**src/rtl/pllseq_pkg.sv**
```systemverilog
// Package: shared state encoding of the PLL reprogramming sequencer.
package pllseq_pkg;

    typedef enum logic [4:0] {
        S_IDLE,
        S_CHECK,
        S_RAMP,
        S_DIV2,
        S_BYP,
        S_IDDQ,
        S_DIS,
        S_COEF,
        S_EN,
        S_LDO,
        S_LOCKW,
        S_VCO,
        S_DIV1,
        S_FAIL,
        S_SDBYP,
        S_SDDIS,
        S_DONE,
        S_ERR
    } seq_state_t;

endpackage

```
**src/rtl/pllseq_nmin.sv**
```systemverilog
// Minimum-VCO N calculator.
// Computes ceil(M * VCO_MIN_MHZ / REF_MHZ) and saturates it to the N field.
// Assumes REF_MHZ > 0 and that M * VCO_MIN_MHZ fits in 32 bits.
module pllseq_nmin #(
    parameter int MW          = 8,
    parameter int NW          = 8,
    parameter int VCO_MIN_MHZ = 1000,
    parameter int REF_MHZ     = 26
) (
    input  logic [MW-1:0] m_i,
    output logic [NW-1:0] n_o
);

    localparam logic [31:0] NMAX = 32'((1 << NW) - 1);

    logic [31:0] prod;
    logic [31:0] quo;

    // Rounded-up division followed by saturation to the field width.
    always_comb begin
        prod = 32'(m_i) * 32'(VCO_MIN_MHZ);
        quo  = (prod + 32'(REF_MHZ) - 32'd1) / 32'(REF_MHZ);
        n_o  = (quo > NMAX) ? NMAX[NW-1:0] : quo[NW-1:0];
    end

endmodule

```
**src/rtl/pllseq_timer.sv**
```systemverilog
// Wait-window timer.
// Counts while run_i is high and flags when the count reaches limit_i.
// Clears whenever run_i is low. Assumes limit_i is stable during a window.
module pllseq_timer #(
    parameter int CW = 16
) (
    input  logic          clk,
    input  logic          rst_n,
    input  logic          run_i,
    input  logic [CW-1:0] limit_i,
    output logic          expired_o
);

    logic [CW-1:0] cnt_q;

    // Count up inside a window and stop at the limit.
    always_ff @(posedge clk) begin
        if (!rst_n || !run_i) begin
            cnt_q <= '0;
        end else if (!expired_o) begin
            cnt_q <= cnt_q + CW'(1);
        end
    end

    // Window exhausted.
    always_comb expired_o = (cnt_q >= limit_i);

endmodule

```
**src/rtl/pll_reprog_seq.sv**
```systemverilog
// PLL safe reprogramming sequencer (top).
// Applies a new M/N/PL triple with glides, bypass, power-up and lock wait.
// Runs one retry without gliding if a gliding attempt fails.
// Also performs an orderly shutdown.
// Assumes start/shutdown are sampled only when idle and that ramp_done_i is
// asserted by the ramp agent only while ramp_en_o is high.
module pll_reprog_seq
    import pllseq_pkg::*;
#(
    parameter int MW          = 8,
    parameter int NW          = 8,
    parameter int PW          = 6,
    parameter int DW          = 6,
    parameter int CLK_MHZ     = 100,
    parameter int LOCK_US     = 300,
    parameter int RAMP_CYC    = 500,
    parameter int VCO_MIN_MHZ = 1000,
    parameter int REF_MHZ     = 26
) (
    input  logic          clk,
    input  logic          rst_n,
    input  logic          start_i,
    input  logic          shutdown_i,
    input  logic          ramp_allow_i,
    input  logic [MW-1:0] new_m_i,
    input  logic [NW-1:0] new_n_i,
    input  logic [PW-1:0] new_pl_i,
    input  logic          pll_lock_i,
    input  logic          ramp_done_i,
    output logic          pll_en_o,
    output logic          pll_iddq_o,
    output logic          lock_det_off_o,
    output logic          vco_sel_o,
    output logic [DW-1:0] vco_div_o,
    output logic [MW-1:0] coeff_m_o,
    output logic [NW-1:0] coeff_n_o,
    output logic [PW-1:0] coeff_pl_o,
    output logic          ramp_en_o,
    output logic          busy_o,
    output logic          done_o,
    output logic          err_o
);

    localparam int LOCK_CYC = CLK_MHZ * LOCK_US;
    localparam int TMAX     = (LOCK_CYC > RAMP_CYC) ? LOCK_CYC : RAMP_CYC;
    localparam int TW       = $clog2(TMAX + 1);

    seq_state_t    st_q, ramp_ret_q;
    logic [MW-1:0] tm_q;
    logic [NW-1:0] tn_q;
    logic [PW-1:0] tpl_q;
    logic          slide_q;
    logic          en_q, iddq_q, ldo_q, sel_q;
    logic [DW-1:0] div_q;
    logic [MW-1:0] cm_q;
    logic [NW-1:0] cn_q;
    logic [PW-1:0] cpl_q;

    logic [NW-1:0] nmin_old, nmin_new;
    logic          tmr_run, tmr_exp;
    logic [TW-1:0] tmr_limit;
    logic          r_req;
    logic [NW-1:0] r_tgt;
    seq_state_t    r_ret;

    // Minimum-VCO N for the running M and for the requested M.
    pllseq_nmin #(.MW(MW), .NW(NW), .VCO_MIN_MHZ(VCO_MIN_MHZ), .REF_MHZ(REF_MHZ))
        u_nmin_old (.m_i(cm_q), .n_o(nmin_old));
    pllseq_nmin #(.MW(MW), .NW(NW), .VCO_MIN_MHZ(VCO_MIN_MHZ), .REF_MHZ(REF_MHZ))
        u_nmin_new (.m_i(tm_q), .n_o(nmin_new));

    // Shared window timer for the lock wait and the glide wait.
    always_comb begin
        tmr_run   = (st_q == S_LOCKW) || (st_q == S_RAMP);
        tmr_limit = (st_q == S_LOCKW) ? TW'(LOCK_CYC) : TW'(RAMP_CYC);
    end

    pllseq_timer #(.CW(TW)) u_timer (
        .clk       (clk),
        .rst_n     (rst_n),
        .run_i     (tmr_run),
        .limit_i   (tmr_limit),
        .expired_o (tmr_exp)
    );

    // Decide whether this state requests a glide, its target and its return.
    always_comb begin
        r_req = 1'b0;
        r_tgt = cn_q;
        r_ret = S_DONE;
        case (st_q)
            S_IDLE: if (!start_i && shutdown_i && en_q) begin
                r_req = 1'b1; r_tgt = nmin_old; r_ret = S_SDBYP;
            end
            S_CHECK: if (slide_q && en_q && tm_q == cm_q && tpl_q == cpl_q) begin
                r_req = 1'b1; r_tgt = tn_q; r_ret = S_DONE;
            end else if (slide_q && en_q) begin
                r_req = 1'b1; r_tgt = nmin_old; r_ret = S_DIV2;
            end
            S_DIV1: if (slide_q) begin
                r_req = 1'b1; r_tgt = tn_q; r_ret = S_DONE;
            end
            default: ;
        endcase
    end

    // Sequencer state and PLL control fields.
    always_ff @(posedge clk) begin
        if (!rst_n) begin
            st_q       <= S_IDLE;
            ramp_ret_q <= S_DONE;
            tm_q       <= '0;
            tn_q       <= '0;
            tpl_q      <= '0;
            slide_q    <= 1'b0;
            en_q       <= 1'b0;
            iddq_q     <= 1'b1;
            ldo_q      <= 1'b1;
            sel_q      <= 1'b0;
            div_q      <= '0;
            cm_q       <= '0;
            cn_q       <= '0;
            cpl_q      <= '0;
        end else begin
            case (st_q)
                S_IDLE: begin
                    if (start_i) begin
                        tm_q    <= new_m_i;
                        tn_q    <= new_n_i;
                        tpl_q   <= new_pl_i;
                        slide_q <= ramp_allow_i;
                        st_q    <= S_CHECK;
                    end else if (shutdown_i) begin
                        st_q <= S_SDBYP;
                    end
                end
                S_CHECK: st_q <= S_DIV2;
                S_RAMP: begin
                    if (ramp_done_i) st_q <= ramp_ret_q;
                    else if (tmr_exp) st_q <= (ramp_ret_q == S_SDBYP) ? S_SDBYP : S_FAIL;
                end
                S_DIV2:  begin div_q  <= DW'(2); st_q <= S_BYP;  end
                S_BYP:   begin sel_q  <= 1'b0;   st_q <= S_IDDQ; end
                S_IDDQ:  begin iddq_q <= 1'b0;   st_q <= S_DIS;  end
                S_DIS:   begin en_q   <= 1'b0;   st_q <= S_COEF; end
                S_COEF: begin
                    cm_q  <= tm_q;
                    cpl_q <= tpl_q;
                    cn_q  <= slide_q ? nmin_new : tn_q;
                    st_q  <= S_EN;
                end
                S_EN:    begin en_q  <= 1'b1; st_q <= S_LDO; end
                S_LDO:   begin ldo_q <= 1'b0; st_q <= S_LOCKW; end
                S_LOCKW: begin
                    if (pll_lock_i) st_q <= S_VCO;
                    else if (tmr_exp) st_q <= S_FAIL;
                end
                S_VCO:   begin sel_q <= 1'b1; st_q <= S_DIV1; end
                S_DIV1:  begin div_q <= '0;   st_q <= S_DONE; end
                S_FAIL: begin
                    if (slide_q) begin
                        slide_q <= 1'b0;
                        st_q    <= S_CHECK;
                    end else begin
                        st_q <= S_ERR;
                    end
                end
                S_SDBYP: begin sel_q <= 1'b0; st_q <= S_SDDIS; end
                S_SDDIS: begin en_q  <= 1'b0; st_q <= S_DONE;  end
                default: st_q <= S_IDLE;
            endcase
            if (r_req) begin
                if (cn_q == r_tgt) begin
                    st_q <= r_ret;
                end else begin
                    cn_q       <= r_tgt;
                    ramp_ret_q <= r_ret;
                    st_q       <= S_RAMP;
                end
            end
        end
    end

    // Port mapping of the held fields and status.
    always_comb begin
        pll_en_o       = en_q;
        pll_iddq_o     = iddq_q;
        lock_det_off_o = ldo_q;
        vco_sel_o      = sel_q;
        vco_div_o      = div_q;
        coeff_m_o      = cm_q;
        coeff_n_o      = cn_q;
        coeff_pl_o     = cpl_q;
        ramp_en_o      = (st_q == S_RAMP);
        done_o         = (st_q == S_DONE);
        err_o          = (st_q == S_ERR);
        busy_o         = !(st_q == S_IDLE || st_q == S_DONE || st_q == S_ERR);
    end

    AST_RAMP_WHILE_ENABLED: assert property (@(posedge clk) disable iff (!rst_n)
        ramp_en_o |-> pll_en_o);
    AST_VCO_DIV_HALVED: assert property (@(posedge clk) disable iff (!rst_n)
        $rose(vco_sel_o) |-> (vco_div_o == DW'(2)));
    AST_COEF_ONLY_DISABLED: assert property (@(posedge clk) disable iff (!rst_n)
        (!$stable(coeff_m_o) || !$stable(coeff_pl_o)) |-> !pll_en_o);
    AST_VCO_AFTER_ENABLE: assert property (@(posedge clk) disable iff (!rst_n)
        $rose(vco_sel_o) |-> (pll_en_o && !lock_det_off_o));
    AST_DISABLE_IN_BYPASS: assert property (@(posedge clk) disable iff (!rst_n)
        $fell(pll_en_o) |-> !vco_sel_o);
    AST_STATUS_EXCLUSIVE: assert property (@(posedge clk) disable iff (!rst_n)
        $onehot0({busy_o, done_o, err_o}));

endmodule

```
**config.mk**
```make
export PLATFORM = sky130hd
export DESIGN_NAME = pll_reprog_seq
export DESIGN_NICKNAME = d
export VERILOG_FILES = /design/src/rtl/pllseq_pkg.sv /design/src/rtl/pllseq_nmin.sv /design/src/rtl/pllseq_timer.sv /design/src/rtl/pll_reprog_seq.sv
export SDC_FILE = /design/constraint.sdc
export NUM_CORES = 1
export LEC_CHECK = 0
export ABC_CLOCK_PERIOD_IN_PS = 16200
export BUFFER_PORTS_ARGS = -buffer_cell sky130_fd_sc_hd__buf_2
export CAP_MARGIN = 20
export CORE_MARGIN = 10
export CORE_UTILIZATION = 44
export DETAILED_ROUTE_END_ITERATION = 12
export SETUP_SLACK_MARGIN = 0.02
export SLEW_MARGIN = 20
export SYNTH_ARGS = -nofsm -noshare
export SYNTH_HDL_FRONTEND = slang
export SYNTH_SLANG_ARGS = --single-unit
```
**constraint.sdc**
```tcl
create_clock -name clk -period 16.2 [get_ports clk]
set_input_delay 3.24 -clock clk [delete_from_list [all_inputs] [get_ports clk]]
set_output_delay 3.24 -clock clk [all_outputs]
set_load 0.02 [all_outputs]
```
==> impl_metrics.yaml, run 1 <==
run_status:
  run_status: "finished clean"
placement:
  dpl_worst_slack_ns: 0.822
  buffer_ports.inserted: 59
  dpl_cell_area_sq_um: 14900
  detailed_place_hpwl_mm: 33.3
  finalWeightedCongestion: 0.925
sta:
  final_critical_path_setup_slack_ns: 1.15
  clock-skew-final_ns: 0.0139
  worst-slew-pin-transition_ns: 1.12
  rsz0062_at_grt: "no"
  timing.fmax_ghz: 0.0664
  timing.slew.headroom_pct: 25.0
  period_share_pct: 92.9
  timing.final.max_slew_violations: 0
  finalSetupViolCount: 0
  setup-tns-final_ns: 0
  min_period_ns: 15.05
  final_hold_viol_count: 0
layout:
  design.final.nets: 2118
  drive_above_1_share_pct: 9.55
  antenna_cells: 0
  postLayoutCoreUtil_pct: 47.1
  area_used_by_multi_input_combinational_logic_sq_um: 12200
  area_growth_pct: 5.92
  fillers: 3282
  regArea_sq_um: 1480
  final_area_sq_um: 15300
logic_synthesis:
  postSynth.topFlopCell: "sky130_fd_sc_hd__dfxtp_1"
  post-synth-top-area-fraction_pct: 10.3
  yosysWarnings: 0
  sequential_area_share_after_synthesis_pct: 10.3
  post_synth_instance_area_sq_um: 14400
  syn-instance-count: 1958
  synthDominantAreaCellType: "sky130_fd_sc_hd__dfxtp_1"
  post_synth_num_cell_types: 135
  ys_ff_latch: 74
  mean_syn_cell_area_sq_um: 7.37
  synth_most_common_cell: "sky130_fd_sc_hd__nand2_1"
  synth.cells.most_frequent: "211 x sky130_fd_sc_hd__nand2_1, 140 x sky130_fd_sc_hd__a21oi_1, 140 x sky130_fd_sc_hd__nor2_1"
  async_reset_ff_share_pct: 0
  synth-edff-count: 0
  ranking_of_synthesized_cells_by_area: "sky130_fd_sc_hd__dfxtp_1 10%, sky130_fd_sc_hd__ha_1 8.0%, sky130_fd_sc_hd__fa_1 6.0%, sky130_fd_sc_hd__nand2_1 5.5%, sky130_fd_sc_hd__a21oi_1 4.9%"
routing:
  antenna_violating_nets_post_route: 0
  detail_route.iter0.violations: 1051
  vias_per_cell: 6.32
  drtPass1Iterations: 6
  post_drt_wl_per_cell_microns: 17.8
  drc: 0
  drt_wirelength_mm: 42.7
  route.vias.total: 15200
clocking:
  numCtsBuffers: 9
  cts_tree: "built"
  clkLatencyLatePin_ns: 0.35
  holdBufCountCts: 0
  clock_sink_count: 74
  clock_tree.root_cell: "sky130_fd_sc_hd__clkbuf_16"
  cts-htree-levels: 3
  clock_path_buffers: 2
  clk_transition_reported_paths_ns: 0.06
floorplan:
  top_level_ports: 65
  die_width_microns: 201
  die_height_microns: 201
  placementRows: 66
  die_area_sq_um: 40400
  core_sq_um: 32500
  initial_utilization_pct: 44.4
critical_path:
  cp_slowest_cell: "sky130_fd_sc_hd__dfxtp_1"
  path_class: "reg2reg"
  critical_path.most_common_cell: "sky130_fd_sc_hd__fa_1"
  worst_setup_path_end_kind: "register"
  rrSetupSlack_ns: 1.15
  cp.arrival_ns: 15.29
  cp_buf_inv_count: 3
  critical_path.max_stage_delay_ns: 0.64
  worstPathRequired_ns: 16.44
  crit_path_max_fanout: 18
  worst_path_dominant_cell_family: "compound AO/OA/AOI/OAI gates"
  start_kind: "register"
hold_path:
  hold_class: "reg2reg"
global_route:
  overflow: 0
  aggregate_global_route_resource_usage_pct: 20.2
  vias_in_the_first_global_route: 14100
  initial_antenna_violation_count: 0
  grt_start_max_net_pins: 47
  grt_first_pass_wirelength_mm: 71.4
run:
  maxCapViolCount: 0
per-stage QoR:
step | std cells | hold WS [ns]
4_1_cts | 2399 | 0.461
3_5_place_dp | 2384 | 0.453
5_1_grt | 2400 | 0.484
3_3_place_gp | 2384 | 0.451
6_report | 2400 | 0.463
2_1_floorplan | 1962 | 0.445
worst paths after layout:
check / startpoint / endpoint / depth (start not counted)
setup / recovery: tm_q[1] / coeff_n_o[0] / 45
hold / removal: lock_det_off_o / lock_det_off_o / 2
setup reg to reg: tm_q[1] / coeff_n_o[0] / 45
hold reg to reg: lock_det_off_o / lock_det_off_o / 2
area by class of cell:
type | instances | area share (%)
multi-input combinational | 1701 | 79.8
sequential | 74 | 9.71
tap | 442 | 3.62
inverter | 99 | 2.43
timing repair buffer | 69 | 2.42
clock buffer | 10 | 1.50
clock inverter | 5 | 0.524
flip-flops by register name, summed over array words and instances, names as in the netlist:
signal,count
u_timer.cnt_q,15
coeff_m_o,8
coeff_n_o,8
tm_q,8
tn_q,8
coeff_pl_o,6
tpl_q,6
st_q,5
ramp_ret_q,4
lock_det_off_o,1
pll_en_o,1
pll_iddq_o,1
slide_q,1
vco_div_o,1
vco_sel_o,1
routing by layer:
layer,global-route usage [%],share of wire [%],up-vias
met1,27.6,47,7176
met5,0,0,-
li1,-,-,7401
met4,5.71,2.3,0
met3,1.81,4.9,83
met2,33.1,46,506
what timing repair did:
action,in CTS,in global routing
endpoints found under the setup margin,0,2
resized for setup,0,5
setup buffers,0,0
cells by family (layout without fill, tap and decap cells):
kind of cell / count (synthesis) / after routing / share of synthesized area [%]
other: 1 / 5 / 0.0260
flip-flops: 74 / 74 / 10.3
XOR/XNOR: 109 / 109 / 7.03
adder cells (fa/ha/maj): 137 / 137 / 14.1
AO/OA/AOI/OAI: 662 / 662 / 33.7
buffers and inverters: 187 / 183 / 5.54
multiplexers: 41 / 41 / 3.01
AND/OR/NAND/NOR: 747 / 747 / 26.3
worst reg2reg max path: cells and delay by family, from the launching register on:
kind,cells,cell delay (ns)
AO/OA/AOI/OAI,27,8.23
XOR/XNOR,1,0.34
adder cells (fa/ha/maj),6,2.69
buffers and inverters,3,0.26
flip-flops,1,0.64
multiplexers,1,0.39
AND/OR/NAND/NOR,7,2.39
cell usage in the layout (no fill, tap or decap), types with 21 or more instances in the layout:
| master | Yosys | final |
|---|---|---|
| sky130_fd_sc_hd__nand2_1 | 211 | 211 |
| sky130_fd_sc_hd__nor2_1 | 140 | 140 |
| sky130_fd_sc_hd__a21oi_1 | 140 | 140 |
| sky130_fd_sc_hd__inv_1 | 98 | 98 |
| sky130_fd_sc_hd__ha_1 | 92 | 92 |
| sky130_fd_sc_hd__o21ai_0 | 81 | 81 |
| sky130_fd_sc_hd__nor3_1 | 78 | 77 |
| sky130_fd_sc_hd__nand3_1 | 75 | 74 |
| sky130_fd_sc_hd__dfxtp_1 | 74 | 73 |
| sky130_fd_sc_hd__xnor2_1 | 69 | 69 |
| sky130_fd_sc_hd__buf_2 | 20 | 59 |
| sky130_fd_sc_hd__fa_1 | 43 | 43 |
| sky130_fd_sc_hd__and3_1 | 35 | 35 |
| sky130_fd_sc_hd__a211oi_1 | 33 | 33 |
| sky130_fd_sc_hd__xor2_1 | 33 | 32 |
| sky130_fd_sc_hd__o211ai_1 | 32 | 32 |
| sky130_fd_sc_hd__mux2i_1 | 31 | 31 |
| sky130_fd_sc_hd__and2_1 | 28 | 28 |
| sky130_fd_sc_hd__nand4_1 | 27 | 27 |
| sky130_fd_sc_hd__a21o_1 | 24 | 24 |
| sky130_fd_sc_hd__a31oi_1 | 24 | 24 |
| sky130_fd_sc_hd__or3_1 | 22 | 22 |
| sky130_fd_sc_hd__o22ai_1 | 21 | 21 |
Power of run 1 is not shown: default switching activity piles up to over one toggle a cycle in this logic, so the estimate is an artifact.
==> inputs of run 2 (changes only) <==
--- a/config.mk
+++ b/config.mk
@@ -9,10 +9,9 @@
 export BUFFER_PORTS_ARGS = -buffer_cell sky130_fd_sc_hd__buf_2
 export CAP_MARGIN = 20
 export CORE_MARGIN = 10
-export CORE_UTILIZATION = 44
+export CORE_UTILIZATION = 35
 export DETAILED_ROUTE_END_ITERATION = 12
 export SETUP_SLACK_MARGIN = 0.02
-export SLEW_MARGIN = 20
 export SYNTH_ARGS = -nofsm -noshare
 export SYNTH_HDL_FRONTEND = slang
 export SYNTH_SLANG_ARGS = --single-unit
==> impl_metrics.yaml, run 2 (synthesis gave the netlist of run 1 again) <==
run_status:
  run_status: "finished clean"
clocking:
  clock_tree.root_cell: "sky130_fd_sc_hd__clkbuf_16"
  clock_sink_count: 74
  cts_tree: "built"
  cts-htree-levels: 3
  number_of_post_cts_setup_repair_buffers: 0
  numCtsBuffers: 9
  holdBufCountCts: 0
  clkLatencyLatePin_ns: 0.35
  clk_transition_reported_paths_ns: 0.07
  clock_path_buffers: 2
critical_path:
  critical_path.max_stage_delay_ns: 0.82
  crit_path_max_fanout: 23
  cp_buf_inv_count: 3
  cp_slowest_cell: "sky130_fd_sc_hd__o221ai_1"
  rrSetupSlack_ns: 1.26
  path_class: "reg2reg"
  crit-reg2reg-launch: "coeff_m_o[0]"
  worst_path_dominant_cell_family: "compound AO/OA/AOI/OAI gates"
  critPathLaunch: "coeff_m_o[0]"
  worst_setup_path_end_kind: "register"
  critical_path.most_common_cell: "sky130_fd_sc_hd__ha_1"
  worstPathRequired_ns: 16.46
  worstReg2RegEnd: "coeff_n_o[0]"
  timing.reg2reg.worst_path_depth: 46
  cp.arrival_ns: 15.19
  crit_path_end: "coeff_n_o[0]"
  cp_num_cells: 46
  start_kind: "register"
sta:
  finalSetupViolCount: 0
  timing.slew.headroom_pct: 28.5
  final_critical_path_setup_slack_ns: 1.26
  worst-slew-pin-transition_ns: 1.07
  period_share_pct: 92.2
  final_hold_viol_count: 0
  rsz0062_at_grt: "no"
  clock-skew-final_ns: 0.00945
  setup-tns-final_ns: 0
  timing.final.max_slew_violations: 0
  timing.fmax_ghz: 0.0670
  min_period_ns: 14.94
placement:
  dpl_worst_slack_ns: 0.854
  buffer_ports.inserted: 59
  finalWeightedCongestion: 0.918
  detailed_place_hpwl_mm: 33.4
layout:
  antenna_cells: 0
  area_growth_pct: 6.60
  registers.top_by_ff_count: "u_timer.cnt_q"
  most-common-layout-cells: "211 x sky130_fd_sc_hd__nand2_1, 140 x sky130_fd_sc_hd__nor2_1, 140 x sky130_fd_sc_hd__a21oi_1"
  design.final.nets: 2118
  drive_above_1_share_pct: 9.65
  largest_register_ff_count: 15
  most_common_library_cell_in_the_layout_ignoring_fill_and_taps: "sky130_fd_sc_hd__nand2_1"
routing:
  drt_wirelength_mm: 43.3
  post_drt_wl_per_cell_microns: 17.4
  route.vias.total: 15300
  drtPass1Iterations: 8
  vias_per_cell: 6.16
  drc: 0
  detail_route.iter0.violations: 1493
  antenna_violating_nets_post_route: 0
floorplan:
  core_sq_um: 40800
  initial_utilization_pct: 35.3
  placementRows: 74
  die_height_microns: 223
  die_width_microns: 223
  die_area_sq_um: 49700
  top_level_ports: 65
global_route:
  aggregate_global_route_resource_usage_pct: 16.6
  grt_start_max_net_pins: 47
  grt_first_pass_wirelength_mm: 72.2
  initial_antenna_violation_count: 0
  vias_in_the_first_global_route: 14300
  overflow: 0
run:
  maxCapViolCount: 0
hold_path:
  source_of_the_worst_hold_timing_path: "pll_iddq_o"
  hold_class: "reg2reg"
run 2: worst reg2reg max path, delay by kind of cell (launching register included):
| kind | cells | cell delay [ns] |
|---|---|---|
| adder cells (fa/ha/maj) | 6 | 2.57 |
| flip-flops | 1 | 0.63 |
| XOR/XNOR | 1 | 0.21 |
| buffers and inverters | 3 | 0.26 |
| AO/OA/AOI/OAI | 22 | 6.91 |
| AND/OR/NAND/NOR | 14 | 4.26 |
run 2: worst min-delay path by stage:
stage,endpoint,slack (ns),cells past startpoint
2_1_floorplan,tn_q[0],0.44,2
3_3_place_gp,pll_iddq_o,0.45,2
3_5_place_dp,pll_iddq_o,0.46,2
4_1_cts,pll_iddq_o,0.47,2
5_1_grt,pll_iddq_o,0.49,2
6_report,pll_iddq_o,0.47,2
run 2: through the flow:
step	hold slack, ns	area (sq um)	util [%]	cells
3_3_place_gp	0.454	15100	36.9	2475
2_1_floorplan	0.445	14400	-	1962
3_5_place_dp	0.460	15100	36.9	2475
5_1_grt	0.491	15400	37.7	2491
4_1_cts	0.469	15300	37.6	2491
6_report	0.469	15400	37.7	2491
run 2: per-layer routing:
| layer | global-route usage, % | share of wire, % | vias up | routed length (microns) |
|---|---|---|---|---|
| met4 | 3.01 | 1.3 | 0 | 552 |
| met2 | 27.1 | 45 | 563 | 19600 |
| met3 | 2.17 | 6.4 | 47 | 2760 |
| met5 | 0 | 0 | - | 0 |
| li1 | - | - | 7417 | - |
| met1 | 22.8 | 47 | 7317 | 20300 |
run 2: repair_timing:
item                                   in CTS  in global routing
gates resized for setup                     0                  6
endpoints found under the hold margin       0                  0
setup endpoints to repair                   0                 17
run 2: area by class of cell:
class / instances / area (sq um)
inverter: 99 / 372
fill: 4268 / 25500
timing repair buffer: 69 / 370
multi-input combinational: 1701 / 12200
sequential: 74 / 1480
tap: 532 / 666
clock buffer: 9 / 225
clock inverter: 7 / 65.1
Power of run 2 is left out for the same reason.
